==> config.mk <==
export PLATFORM = sky130hd
export DESIGN_NAME = dox_mailbox
export DESIGN_NICKNAME = d
export VERILOG_FILES = /design/src/rtl/dox_pkg.sv /design/src/rtl/dox_reqbuf.sv /design/src/rtl/dox_responder.sv /design/src/rtl/dox_mailbox.sv
export SDC_FILE = /design/constraint.sdc
export NUM_CORES = 1
export LEC_CHECK = 0
export BUFFER_PORTS_ARGS = -buffer_cell sky130_fd_sc_hd__buf_2
export CORE_ASPECT_RATIO = 0.75
export CORE_MARGIN = 4
export CORE_UTILIZATION = 55
export CTS_BUF_LIST = sky130_fd_sc_hd__clkbuf_2 sky130_fd_sc_hd__clkbuf_4 sky130_fd_sc_hd__clkbuf_8
export DETAILED_ROUTE_END_ITERATION = 16
export GPL_TIMING_DRIVEN = 1
export PLACE_DENSITY = 0.83
export SYNTH_ARGS = -nofsm -noshare
export SYNTH_HDL_FRONTEND = slang
export SYNTH_SLANG_ARGS = --single-unit
==> constraint.sdc <==
create_clock -name clk -period 7.09 [get_ports clk]
set_input_delay 2.127 -clock clk [delete_from_list [all_inputs] [get_ports clk]]
set_output_delay 2.127 -clock clk [all_outputs]
set_load 0.01 [all_outputs]
==> src/rtl/dox_pkg.sv <==
package dox_pkg;

  localparam int LEN_W  = 18;
  localparam int IDX_W  = LEN_W + 1;
  localparam int RSP_DW = 3;

  localparam int OFS_CAP = 'h04;
  localparam int OFS_CTL = 'h08;
  localparam int OFS_STS = 'h0C;
  localparam int OFS_WMB = 'h10;
  localparam int OFS_RMB = 'h14;

  localparam int CTL_ABORT = 0;
  localparam int CTL_GO    = 31;
  localparam int STS_ERR   = 2;
  localparam int STS_READY = 31;

  localparam logic [15:0] DISC_VID   = 16'h0001;
  localparam logic [7:0]  DISC_TYPE  = 8'h00;
  localparam logic [31:0] NULL_ENTRY = 32'h0000_FFFF;

  typedef enum logic [2:0] {
    REG_NONE, REG_CAP, REG_CTL, REG_STS, REG_WMB, REG_RMB
  } reg_sel_e;

  // dword count held in a header dword; a zero field stands for the maximum
  function automatic logic [IDX_W-1:0] decode_len(input logic [31:0] dw);
    logic [IDX_W-1:0] n;
    n = {1'b0, dw[LEN_W-1:0]};
    if (n == '0) n = IDX_W'(1) << LEN_W;
    return n;
  endfunction

  function automatic logic [31:0] disc_entry(input logic [7:0] nxt,
                                             input logic [23:0] id);
    return {nxt, id};
  endfunction

  function automatic logic [31:0] status_word(input logic err, input logic rdy);
    logic [31:0] s;
    s = '0;
    s[STS_ERR]   = err;
    s[STS_READY] = rdy;
    return s;
  endfunction

endpackage

==> src/rtl/dox_reqbuf.sv <==
module dox_reqbuf
  import dox_pkg::*;
#(
  parameter int BUF_DW = 8
) (
  input  logic             clk,
  input  logic             rst_n,
  input  logic             push,
  input  logic [31:0]      wdata,
  input  logic             clr_all,
  input  logic             clr_idx,
  output logic [IDX_W-1:0] idx_q,
  output logic [IDX_W-1:0] len_q,
  output logic [31:0]      hdr_dw,
  output logic [31:0]      arg_dw,
  output logic             drop_evt
);

  logic [31:0]      slot_q [BUF_DW];
  logic [IDX_W-1:0] len_next;
  logic             accept;

  always_comb begin
    len_next = (idx_q == IDX_W'(1)) ? decode_len(wdata) : len_q;
  end

  assign drop_evt = push && (len_next != '0) && (idx_q == len_next);
  assign accept   = push && !drop_evt;

  always_ff @(posedge clk) begin
    if (!rst_n) begin
      idx_q <= '0;
      len_q <= '0;
    end else if (clr_all) begin
      idx_q <= '0;
      len_q <= '0;
    end else if (clr_idx) begin
      idx_q <= '0;
    end else if (push) begin
      if (idx_q == IDX_W'(1)) len_q <= len_next;
      if (accept) idx_q <= idx_q + IDX_W'(1);
    end
  end

  always_ff @(posedge clk) begin
    if (!rst_n) begin
      for (int s = 0; s < BUF_DW; s++) slot_q[s] <= '0;
    end else begin
      for (int s = 0; s < BUF_DW; s++)
        if (accept && idx_q == IDX_W'(s)) slot_q[s] <= wdata;
    end
  end

  assign hdr_dw = slot_q[0];
  assign arg_dw = slot_q[2];

  p_drop_holds_count_r4: assert property (@(posedge clk) disable iff (!rst_n)
    (drop_evt && !clr_all && !clr_idx) |=> (idx_q == $past(idx_q)));

  p_len_nonzero_r3: assert property (@(posedge clk) disable iff (!rst_n)
    (push && idx_q == IDX_W'(1) && !clr_all && !clr_idx) |=> (len_q != '0));

endmodule

==> src/rtl/dox_responder.sv <==
module dox_responder
  import dox_pkg::*;
#(
  parameter int N_PROT = 2,
  parameter logic [N_PROT-1:0][23:0] PROT_ID = {24'h03_1E98, 24'h02_1E98}
) (
  input  logic [31:0] req_hdr,
  input  logic [31:0] req_arg,
  output logic        hit,
  output logic [31:0] rsp_hdr,
  output logic [31:0] rsp_len,
  output logic [31:0] rsp_arg
);

  logic              is_disc;
  logic [N_PROT-1:0] tbl_hit;
  logic [23:0]       tbl_id;
  logic [31:0]       entry;
  logic [7:0]        want;

  assign is_disc = (req_hdr[15:0] == DISC_VID) && (req_hdr[23:16] == DISC_TYPE);

  for (genvar k = 0; k < N_PROT; k++) begin : g_match
    assign tbl_hit[k] = (req_hdr[23:0] == PROT_ID[k]);
  end

  always_comb begin
    tbl_id = '0;
    for (int k = N_PROT - 1; k >= 0; k--)
      if (tbl_hit[k]) tbl_id = PROT_ID[k];
  end

  assign want = req_arg[7:0];

  always_comb begin
    entry = NULL_ENTRY;
    if (want == 8'd0) entry = disc_entry(8'd1, {DISC_TYPE, DISC_VID});
    for (int k = 0; k < N_PROT; k++)
      if (want == 8'(k + 1))
        entry = disc_entry((k + 1 == N_PROT) ? 8'd0 : 8'(k + 2), PROT_ID[k]);
  end

  assign hit     = is_disc || (|tbl_hit);
  assign rsp_hdr = is_disc ? {8'h00, DISC_TYPE, DISC_VID} : {8'h00, tbl_id};
  assign rsp_len = 32'(RSP_DW);
  assign rsp_arg = is_disc ? entry : ~req_arg;

endmodule

==> src/rtl/dox_mailbox.sv <==
module dox_mailbox
  import dox_pkg::*;
#(
  parameter int ADDR_W = 12,
  parameter logic [ADDR_W-1:0] CAP_BASE = 12'h100,
  parameter int BUF_DW = 8,
  parameter int N_PROT = 2,
  parameter logic [N_PROT-1:0][23:0] PROT_ID = {24'h03_1E98, 24'h02_1E98}
) (
  input  logic              clk,
  input  logic              rst_n,
  input  logic              reg_wr,
  input  logic              reg_rd,
  input  logic [ADDR_W-1:0] reg_addr,
  input  logic [2:0]        reg_bytes,
  input  logic [31:0]       reg_wdata,
  output logic [31:0]       reg_rdata
);

  localparam int REQ_DW = 3;

  logic [ADDR_W-1:0] ofs;
  reg_sel_e          sel;
  logic              full, wr_hit, rd_hit, ctl_wr;
  logic              abort_evt, go_evt, push_evt, pop_req;
  logic              underflow_evt, pop_evt, last_pop_evt;
  logic              req_ok, dispatch_ok, dispatch_fail, drop_evt;

  logic [IDX_W-1:0]  req_idx, req_len;
  logic [31:0]       req_hdr, req_arg;
  logic              rsp_hit;
  logic [31:0]       nxt_hdr, nxt_len, nxt_arg;

  logic              err_q, ready_q;
  logic [IDX_W-1:0]  rsp_idx_q, rsp_len;
  logic [31:0]       rsp_q [RSP_DW];
  logic [31:0]       pop_data, rd_mux;

  function automatic reg_sel_e decode_ofs(input logic [ADDR_W-1:0] o);
    if (o == ADDR_W'(OFS_CAP)) return REG_CAP;
    if (o == ADDR_W'(OFS_CTL)) return REG_CTL;
    if (o == ADDR_W'(OFS_STS)) return REG_STS;
    if (o == ADDR_W'(OFS_WMB)) return REG_WMB;
    if (o == ADDR_W'(OFS_RMB)) return REG_RMB;
    return REG_NONE;
  endfunction

  assign ofs    = reg_addr - CAP_BASE;
  assign sel    = decode_ofs(ofs);
  assign full   = (reg_bytes == 3'd4);
  assign wr_hit = reg_wr && full;
  assign rd_hit = reg_rd && full;
  assign ctl_wr = wr_hit && (sel == REG_CTL);

  assign abort_evt = ctl_wr && reg_wdata[CTL_ABORT];
  assign go_evt    = ctl_wr && reg_wdata[CTL_GO] && !reg_wdata[CTL_ABORT];
  assign push_evt  = wr_hit && (sel == REG_WMB);
  assign pop_req   = rd_hit && (sel == REG_RMB);

  dox_reqbuf #(.BUF_DW(BUF_DW)) u_reqbuf (
    .clk     (clk),
    .rst_n   (rst_n),
    .push    (push_evt),
    .wdata   (reg_wdata),
    .clr_all (abort_evt),
    .clr_idx (go_evt),
    .idx_q   (req_idx),
    .len_q   (req_len),
    .hdr_dw  (req_hdr),
    .arg_dw  (req_arg),
    .drop_evt(drop_evt)
  );

  dox_responder #(.N_PROT(N_PROT), .PROT_ID(PROT_ID)) u_resp (
    .req_hdr(req_hdr),
    .req_arg(req_arg),
    .hit    (rsp_hit),
    .rsp_hdr(nxt_hdr),
    .rsp_len(nxt_len),
    .rsp_arg(nxt_arg)
  );

  assign req_ok        = (req_idx == IDX_W'(REQ_DW)) && (req_len == IDX_W'(REQ_DW));
  assign dispatch_ok   = go_evt && req_ok && rsp_hit;
  assign dispatch_fail = go_evt && !(req_ok && rsp_hit);

  assign rsp_len       = decode_len(rsp_q[1]);
  assign underflow_evt = pop_req && !ready_q;
  assign pop_evt       = pop_req && ready_q;
  assign last_pop_evt  = pop_evt && (rsp_idx_q + IDX_W'(1) == rsp_len);

  always_comb begin
    pop_data = '0;
    for (int k = 0; k < RSP_DW; k++)
      if (rsp_idx_q == IDX_W'(k)) pop_data = rsp_q[k];
  end

  always_ff @(posedge clk) begin
    if (!rst_n) begin
      err_q     <= 1'b0;
      ready_q   <= 1'b0;
      rsp_idx_q <= '0;
      for (int k = 0; k < RSP_DW; k++) rsp_q[k] <= '0;
    end else if (abort_evt) begin
      err_q     <= 1'b0;
      ready_q   <= 1'b0;
      rsp_idx_q <= '0;
    end else begin
      if (dispatch_fail || underflow_evt) err_q <= 1'b1;
      if (dispatch_ok) begin
        ready_q   <= 1'b1;
        rsp_idx_q <= '0;
        rsp_q[0]  <= nxt_hdr;
        rsp_q[1]  <= nxt_len;
        rsp_q[2]  <= nxt_arg;
      end else if (pop_evt) begin
        rsp_idx_q <= rsp_idx_q + IDX_W'(1);
        if (last_pop_evt) ready_q <= 1'b0;
      end
    end
  end

  always_comb begin
    rd_mux = '0;
    if (full) begin
      unique case (sel)
        REG_STS: rd_mux = status_word(err_q, ready_q);
        REG_RMB: rd_mux = ready_q ? pop_data : 32'h0;
        default: rd_mux = '0;
      endcase
    end
  end

  always_ff @(posedge clk) begin
    if (!rst_n)      reg_rdata <= '0;
    else if (reg_rd) reg_rdata <= rd_mux;
  end

  p_abort_clears_r13: assert property (@(posedge clk) disable iff (!rst_n)
    abort_evt |=> (!ready_q && !err_q && req_idx == '0 && req_len == '0));

  p_underflow_err_r12: assert property (@(posedge clk) disable iff (!rst_n)
    (underflow_evt && !abort_evt) |=> (err_q && reg_rdata == 32'h0));

  p_last_pop_clears_r11: assert property (@(posedge clk) disable iff (!rst_n)
    last_pop_evt |=> !ready_q);

  p_partial_read_zero_r1: assert property (@(posedge clk) disable iff (!rst_n)
    (reg_rd && !full) |=> (reg_rdata == 32'h0));

  p_partial_read_no_pop_r1: assert property (@(posedge clk) disable iff (!rst_n)
    (reg_rd && !full && !reg_wr) |=> $stable(rsp_idx_q));

  p_go_resets_count_r7: assert property (@(posedge clk) disable iff (!rst_n)
    go_evt |=> (req_idx == '0));

  p_bad_go_no_ready_r5: assert property (@(posedge clk) disable iff (!rst_n)
    (go_evt && !req_ok && !ready_q) |=> !ready_q);

  p_cap_reads_zero_r2: assert property (@(posedge clk) disable iff (!rst_n)
    (rd_hit && sel == REG_CAP) |=> (reg_rdata == 32'h0));

  p_dispatch_ready_r8: assert property (@(posedge clk) disable iff (!rst_n)
    dispatch_ok |=> (ready_q && rsp_idx_q == '0));

endmodule

Word-level counts from Yosys, hierarchy flattened
Memories as Yosys holds them, arrays and structs flattened.
Index checks and enable logic that the tools add are counted.
{ "op_classes": {"n_eq_ne": 27, "add_sub_neg": 3, "reduce_logical": 50, "bitwise": 14, "n_mux": 84} }
{ "op_table": {"columns": ["op", "n"], "rows": [
  ["32-bit two-way mux", 17],
  ["19-bit by 2-bit == test with 1-bit output (second input constant)", 4],
  ["19-bit by 3-bit == test with 1-bit output (second input constant)", 4],
  ["32-bit one-hot mux with 2 select lines", 1],
  ["19-bit two-way mux", 3],
  ["18-bit two-way mux", 3],
  ["26-bit two-way mux", 2],
  ["24-bit by 18-bit == test with 1-bit output (second input constant)", 2],
  ["1-bit two-way mux", 47],
  ["19-bit by 1-bit adder with 19-bit output (second input constant)", 2],
  ["19-bit by 1-bit == test with 1-bit output (second input constant)", 2],
  ["19-bit == test", 2],
  ["19-bit zero test", 2],
  ["18-bit zero test", 2],
  ["32-bit inverter", 1],
  ["3-bit two-way mux", 10],
  ["1-bit logical AND", 28],
  ["25-bit two-way mux", 1],
  ["12-bit by 4-bit == test with 1-bit output (second input constant)", 2],
  ["12-bit by 5-bit == test with 1-bit output (second input constant)", 2],
  ["19-bit nonzero test", 1],
  ["16-bit by 1-bit == test with 1-bit output (second input constant)", 1],
  ["8-bit zero test", 2],
  ["12-bit by 3-bit == test with 1-bit output (second input constant)", 1],
  ["14 further kinds", 36]
]} }
{ "totals": {"elab_cells": 186, "mem_bits_rw": 352, "mem_count": 2, "regBits": 91, "out_inout_bits": 32, "inputBits": 51} }
{ "mem_list": {"columns": ["name", "words", "width", "rd", "rd_ports_with_merged_regs", "wr", "line_no", "text"], "rows": [
  ["u_reqbuf.slot_q", 8, 32, 2, 0, 8, "dox_reqbuf.sv:19", "logic [31:0] slot_q [BUF_DW];"],
  ["rsp_q", 3, 32, 3, 0, 3, "dox_mailbox.sv:36", "logic [31:0] rsp_q [RSP_DW];"]
]} }

Longest topological paths before layout
Gate-level depths: netlist of run 1.
{ "logic_depth": {"depth_word": 29, "mapped_depth": 13} }

Hierarchy
A second synthesis of run 1 with hierarchy kept.
{ "hier_totals": {"cells_unflattened": 1289, "area_unflattened_um2": 13070.0} }
{ "by_module_without_submodules": {"columns": ["mod", "area_each_um2", "seq_area_each_um2", "n_inst", "cells_per_inst"], "rows": [
  ["dox_mailbox", 7101.8, 3943.8, 1, 688],
  ["dox_reqbuf", 5006.1, 2682.6, 1, 473],
  ["dox_responder", 962.2, 0.0, 1, 128]
]} }

Least setup slack after synthesis of run 1
OpenSTA, ideal clock, no wires.
{ "synth_path": {"kind": "input to register", "startpoint": "in reg_addr[9]", "endpoint": "mem rsp_q[0][0], enable pin", "path_slack_ps": 1074, "setup_ps": 479, "path_stages": 6, "arrival_ps": 5537, "t_required_ps": 6611, "cell_sequence": "nor4b_1 -> and3_1 -> nand2_1 -> nor2_1 -> nand3b_1 -> o21ai_0"} }
{ "synth_rtl": {"columns": ["item", "line_no", "text"], "rows": [
  ["start, declared", "dox_mailbox.sv:14", "input logic [ADDR_W-1:0] reg_addr,"],
  ["end, declared", "dox_mailbox.sv:36", null]
]} }

==> metrics.txt, run 1 <==
status complete, no violations; Final Hold Fails 0; Cell variety after synth 60; 1st-pass router iterations 7; CTS tree done; Synth Instances 883; die area 0.0178 mm^2; synthesis-stage register bit count 183; Final ANT Viol Nets 0; Post-Route WL between 20000 and 25000 um; Reg2Reg Depth 10; via-per-instance ratio 5.99; FF-to-FF setup slack 2.83 ns; RSZ-0062 raised after global routing no; max_cap viols 0; initial antenna violation count 0; post-route insts no fill 1155; fill count 1246; critical path class in -> reg; total track usage 23.3%; crit path from reg_wdata[11]; Hold Path Class reg -> reg; Final setup viols 0; Setup TNS 0 ns; final worst path period share about 70%; vias in the first global route 6241; Post-synth ARST share 0%; WL met3 roughly 2000 um; layout cells sized above 1 ~14%; endpoint type of the worst setup path flop; synthesized cell area 0.00862 mm^2; Core Util, Final 62.6%; syn nets 942; yosys warns 0; top cells by area, synth edfxtp_1, dfxtp_1, and3_1; drt drc 0; Core Area around 0.015 mm^2; Critical Path AT 5.12 ns; Syn-to-layout area delta 10.8%; area of the multi-input gates 0.00372 mm^2; CTS Sinks 183; Max Clock Freq 0.201 GHz; slowest stage delay, CP 0.82 ns; CP max-delay cell nor3_4; Clock Skew ~0.016 ns; row cnt 39; # diodes 0; final net count ~1000; r2r startpoint u_reqbuf.idx_q[13]; Chip Height 116 um; Static Leak roughly 3.8 nW; Top Layer Used met4; Main synth FF type edfxtp_1; crit-path cells buf_2, or4_1, nor4_1, mux2i_1, xor2_1, nand3_1, o31ai_4, nor3_4, a21bo_1, buf_4; Met2 Routed Length 9400 um; Vias 6918; CP startpoint kind input port; fin crit period 4.97 ns; Clock Path Buffers 2; DP Cell Count around 1100; Critical Path RT 7.24 ns; global placer's final weighted congestion 0.992; dpl hpwl 14700 um; average wire per standard cell roughly 18 um; IO Pins 83; Reg clk slew, reported paths around 0.1 ns; CP Capture Point u_reqbuf.slot_q[0][12]; Avg Inst Size Synth 9.76 um^2; wl on met1 9400 um; starting density of the core between 50% and 60%; Slew headroom 26.2%; Hold Buf Count CTS 0; H-tree depth 4; Num CTS Buffers 17; clk root buf clkbuf_8; width of the die 153 um; area share of the largest cell type after synthesis 32.0%; register area share after synthesis approximately 53%; max-slew violation count 0; reg2reg end u_reqbuf.slot_q[0][12]; Post-CTS Repair Setup Buffers 0; actual slew at the worst max-slew pin 1.10 ns; post-synth top area cell edfxtp_1; wire length of the first global-routing pass between 30000 and 40000 um; largest net degree at the start of global routing 42; highest ir drop seen on vdd around 0.00013 V; count of flip-flops with a built-in enable after synthesis 92; Post-CTS Resized 0; insertion delay to the later sink of the worst-skew pair about 0.47 ns; Congestion Overflow GR 0; register area 0.00458 mm^2; Iter 0 DRT Violations approximately 860; Critical Path Fanout Max 38; IO Port Bufs 82; Cell Pwr Density a little over 200 mW/mm^2
kinds of logic after synthesis:
group | share of synthesized area (%)
buffers and inverters | 3.87
AND/OR/NAND/NOR | 25.4
AO/OA/AOI/OAI | 11.6
XOR/XNOR | 3.96
adder cells (fa/ha/maj) | 1.16
multiplexers | 0.827
flip-flops | 53.2
cells in the mapped netlist, drive strengths merged, types with 4 or more instances:
library cell  number
inv               27
nand3             27
ha                 8
nor4              22
or4               13
nor2b             48
xnor2             13
xor2              26
and2               7
o211ai             6
or2                4
nand2             69
o21ai             42
a31oi              4
nand4             19
edfxtp            92
a21oi             64
o22ai              7
nand2b            11
nor3              11
mux2i              6
dfxtp             91
and3              72
nor2              66
a21boi             9
clkbuf            41
o31ai              6
or3               18
buf               13
flip-flops by register name, indices dropped and copies added, names as in the netlist:
register,count
u_reqbuf.len_q,19
ready_q,1
err_q,1
rsp_q,36
u_reqbuf.slot_q,56
u_reqbuf.idx_q,19
reg_rdata,32
rsp_idx_q,19
cell type report:
type,count,area share (%)
clock buffers,18,2.59
multi-input cells,619,38.9
flip-flops and latches,183,48.0
clock inverters,14,1.89
inverters,27,1.06
repair buffers,89,4.85
well taps,205,2.68
worst max-delay path: cells and delay by family:
family                    cells  cell delay (ns)
xor gates and xnor gates      1             0.20
AOI/OAI and AO/OA             2             0.30
muxes                         1             0.17
and+or+nand+nor               4             1.87
buffers and inverters         2             0.43
stage by stage:
stage	hold slack (ns)	instance area, um^2	power [W]	worst slack [ns]
2_1_floorplan	0.440	8620	0.00118	1.07
3_3_place_gp	0.454	9130	0.00122	1.82
3_5_place_dp	0.467	9130	0.00122	1.72
4_1_cts	0.480	9550	0.00197	2.22
5_1_grt	0.509	9550	0.00202	1.95
6_report	0.480	9550	0.00196	2.12
how the worst min path moves through the flow:
stage / start / endpoint / depth (start not counted)
6_report: reg_rdata[4] / reg_rdata[4] / 2
3_3_place_gp: u_reqbuf.len_q[7] / u_reqbuf.len_q[7] / 2
2_1_floorplan: u_reqbuf.len_q[2] / u_reqbuf.len_q[2] / 2
4_1_cts: u_reqbuf.len_q[7] / u_reqbuf.len_q[7] / 2
5_1_grt: u_reqbuf.len_q[14] / u_reqbuf.len_q[14] / 2
3_5_place_dp: u_reqbuf.len_q[7] / u_reqbuf.len_q[7] / 2
cells in the final DEF (no fill, tap or decap), types with 27 or more instances in the layout:
master / count
nand3_1: 27
and3_1: 72
dfxtp_1: 91
nand2_1: 69
nor2b_1: 48
a21oi_1: 64
edfxtp_1: 92
o21ai_0: 27
buf_2: 82
nor2_1: 66
power by group:
| group | switching [W] | internal (W) |
|---|---|---|
| Combinational | 0.0000405 | 0.0000205 |
| Clock | 0.000420 | 0.000341 |
| Sequential | 0.00000861 | 0.00113 |
| Total | 0.000469 | 0.00149 |
per-layer routing:
layer / vias up / global-route usage [%]
met4: 0 / 5.76
met1: 3283 / 34.2
met3: 29 / 5.00
met5: - / 0
met2: 316 / 35.9
li1: 3290 / -
No activity file was read; power rests on OpenSTA's default activity.
==> run 2: changes to the inputs <==
--- a/config.mk
+++ b/config.mk
@@ -12,7 +12,7 @@
 export CTS_BUF_LIST = sky130_fd_sc_hd__clkbuf_2 sky130_fd_sc_hd__clkbuf_4 sky130_fd_sc_hd__clkbuf_8
 export DETAILED_ROUTE_END_ITERATION = 16
 export GPL_TIMING_DRIVEN = 1
-export PLACE_DENSITY = 0.83
+export PLACE_DENSITY = 0.86
 export SYNTH_ARGS = -nofsm -noshare
 export SYNTH_HDL_FRONTEND = slang
 export SYNTH_SLANG_ARGS = --single-unit
==> constraint.sdc (replaced) <==
create_clock -name clk -period 4.2 [get_ports clk]
set_input_delay 1.26 -clock clk [delete_from_list [all_inputs] [get_ports clk]]
set_output_delay 1.26 -clock clk [all_outputs]
set_load 0.01 [all_outputs]
==> run 2 against run 1 <==
Effect of this change: sequential power grew 70%; largest power group unchanged; sequential cell count is the same; clock power grew 54%; die area is the same; cell area grew 1.7%; utilization grew 1.1 points; setup slack lost 1.8 ns; clock skew shrank 0.00065 ns; non-clock buffer count grew 27; highest routed layer is now met5; clock-buffer cell count shrank 1; wire length grew 4.7%; global-route usage grew 1.4 points.
==> metrics.txt, run 2 (synthesis results as in run 1) <==
Reg2Reg Depth 9; clk root buf clkbuf_8; Static Leak 3.87 nW; critical path class in -> reg; Final setup viols 0; Critical Path RT 4.34 ns; Vias roughly 7000; Sw Pwr ~0.00082 W; Critical Path Fanout Max 24; Reg clk slew, reported paths 0.10 ns; endpoint type of the worst setup path flop; Clock Skew 0.0152 ns; Internal Power 0.00239 W; die area 0.0178 mm^2; IO Port Bufs 82; most frequent cells in the layout edfxtp_1, dfxtp_1, buf_2; final net count 1023; CP max-delay cell nor3_4; Congestion Overflow GR 0; fin crit period 3.91 ns; starting density of the core 56.5%; Slew headroom around 42%; CP startpoint kind input port; slowest stage delay, CP about 0.60 ns; H-tree depth 4; max_cap viols 0; RSZ-0062 raised after global routing no; drt drc 0; width of the die 153 um; FF-to-FF setup slack 0.41 ns; hold path startpoint reg_rdata[4]; row cnt 39; IO Pins 83; CTS tree done; total track usage 24.7%; Core Area 0.0153 mm^2; Final ANT Viol Nets 0; Post-CTS Repair Setup Buffers 0; sw frac between 20% and 30%; dpl hpwl about 15000 um; average wire per standard cell 18.6 um; Max Clock Freq 0.256 GHz; actual slew at the worst max-slew pin 0.867 ns; CTS Sinks 183; highest ir drop seen on vdd around 0.00019 V; insertion delay to the later sink of the worst-skew pair 0.46 ns; Syn-to-layout area delta 12.7%; Largest Register u_reqbuf.slot_q; layout cells sized above 1 16.6%; crit-path cells buf_2, nor4_1, nand3_1, nor4_1, mux2i_1, xor2_1, nand3_1, o31ai_4, nor3_4, a21bo_1, buf_4; Hold Path Class reg -> reg; DP Cell Count 1150; largest net degree at the start of global routing 42; wire length of the first global-routing pass 35200 um; global placer's final weighted congestion 0.996; Hold Crit Depth 2; Post-CTS Resized 0; Clock Path Buffers 2; Hold Buf Count CTS 0; via-per-instance ratio 6.08; final worst path period share 93.1%; post-route insts no fill 1183; WHS a little under 0.5 ns; Setup TNS 0 ns; r2r startpoint u_reqbuf.idx_q[12]; Final Hold Fails 0; max-slew violation count 0; Num CTS Buffers 17; Clock power frac 36.4%; Comb power frac 3.8%; Critical Path AT 4.05 ns; Cell Pwr Density 330 mW/mm^2; Chip Height 116 um; status complete, no violations; Post-Route WL 22000 um; 1st-pass router iterations 6; Iter 0 DRT Violations ~1000; Sequential Power Share 59.8%; initial antenna violation count 3; Worst Hold Path EP reg_rdata[4]; biggest regs u_reqbuf.slot_q: 56 flops, rsp_q: 36 flops, reg_rdata: 32 flops; vias in the first global route approximately 6700; max FFs per register 56; reg2reg end u_reqbuf.slot_q[0][19]; commonest non-fill, non-tap cell in the layout edfxtp_1
[run 2: changes by cell type in the layout (fill, tap and decap cells not counted), sizes merged]
cell / previous run / this run
bufinv: 2 / 0
clkinv: 3 / 7
clkbuf: 18 / 17
inv: 36 / 35
buf: 89 / 116
diode: 0 / 1
[run 2: layer usage]
metal	global-route usage, %	wire, um	part of all wire (%)	up-vias
met2	37.8	9880	45	394
met1	35.7	9500	43	3399
li1	-	-	-	3350
met3	5.00	2260	10	42
met5	0	13	0.059	-
met4	8.25	366	1.7	2
[run 2: worst max-delay path: cells and delay by family]
kind | cells | cell delay (ns)
AO/OA/AOI/OAI | 2 | 0.29
AND/OR/NAND/NOR | 5 | 1.71
multiplexers | 1 | 0.18
XOR/XNOR | 1 | 0.19
buffers and inverters | 2 | 0.39
[run 2: power groups by stage]
stage | sequential, W | combinational, W | clock [W]
finish | 0.00192 | 0.000123 | 0.00117
global route | 0.00192 | 0.000132 | 0.00126
CTS | 0.00192 | 0.000121 | 0.00118
detailed placement | 0.00196 | 0.000121 | 0
global placement | 0.00196 | 0.000118 | 0
floorplan | 0.00195 | 0.0000487 | 0
[run 2: how the worst max path moves through the flow]
stage,startpoint,end,slack [ns]
final,reg_wdata[12],u_reqbuf.slot_q[0][19],0.29
after detailed placement,reg_wdata[12],u_reqbuf.slot_q[0][22],-0.11
after global routing,reg_wdata[4],u_reqbuf.slot_q[0][17],0.09
after global placement,reg_wdata[11],u_reqbuf.slot_q[0][15],0.02
after floorplan,reg_addr[9],rsp_q[0][0],0.02
after CTS,reg_wdata[12],u_reqbuf.slot_q[0][17],0.39
[run 2: cell type report]
cell class | count | area (um^2)
Antenna cell | 1 | 2.50
Inverter | 27 | 101
Clock buffer | 17 | 234
Sequential cell | 183 | 4580
Multi-Input combinational cell | 619 | 3720
Tap cell | 205 | 256
Clock inverter | 15 | 153
Fill cell | 1209 | 5560
Timing Repair Buffer | 116 | 666
[run 2: through the flow]
step                utilization (%)  instance area [um^2]  power, W  worst slack [ns]
finish                         63.6                  9720   0.00321             0.290
floorplan                         -                  8620   0.00200            0.0238
global route                   63.6                  9720   0.00331            0.0861
CTS                            63.6                  9720   0.00322             0.392
global placement               61.1                  9330   0.00207            0.0202
detailed placement             61.1                  9330   0.00208            -0.106
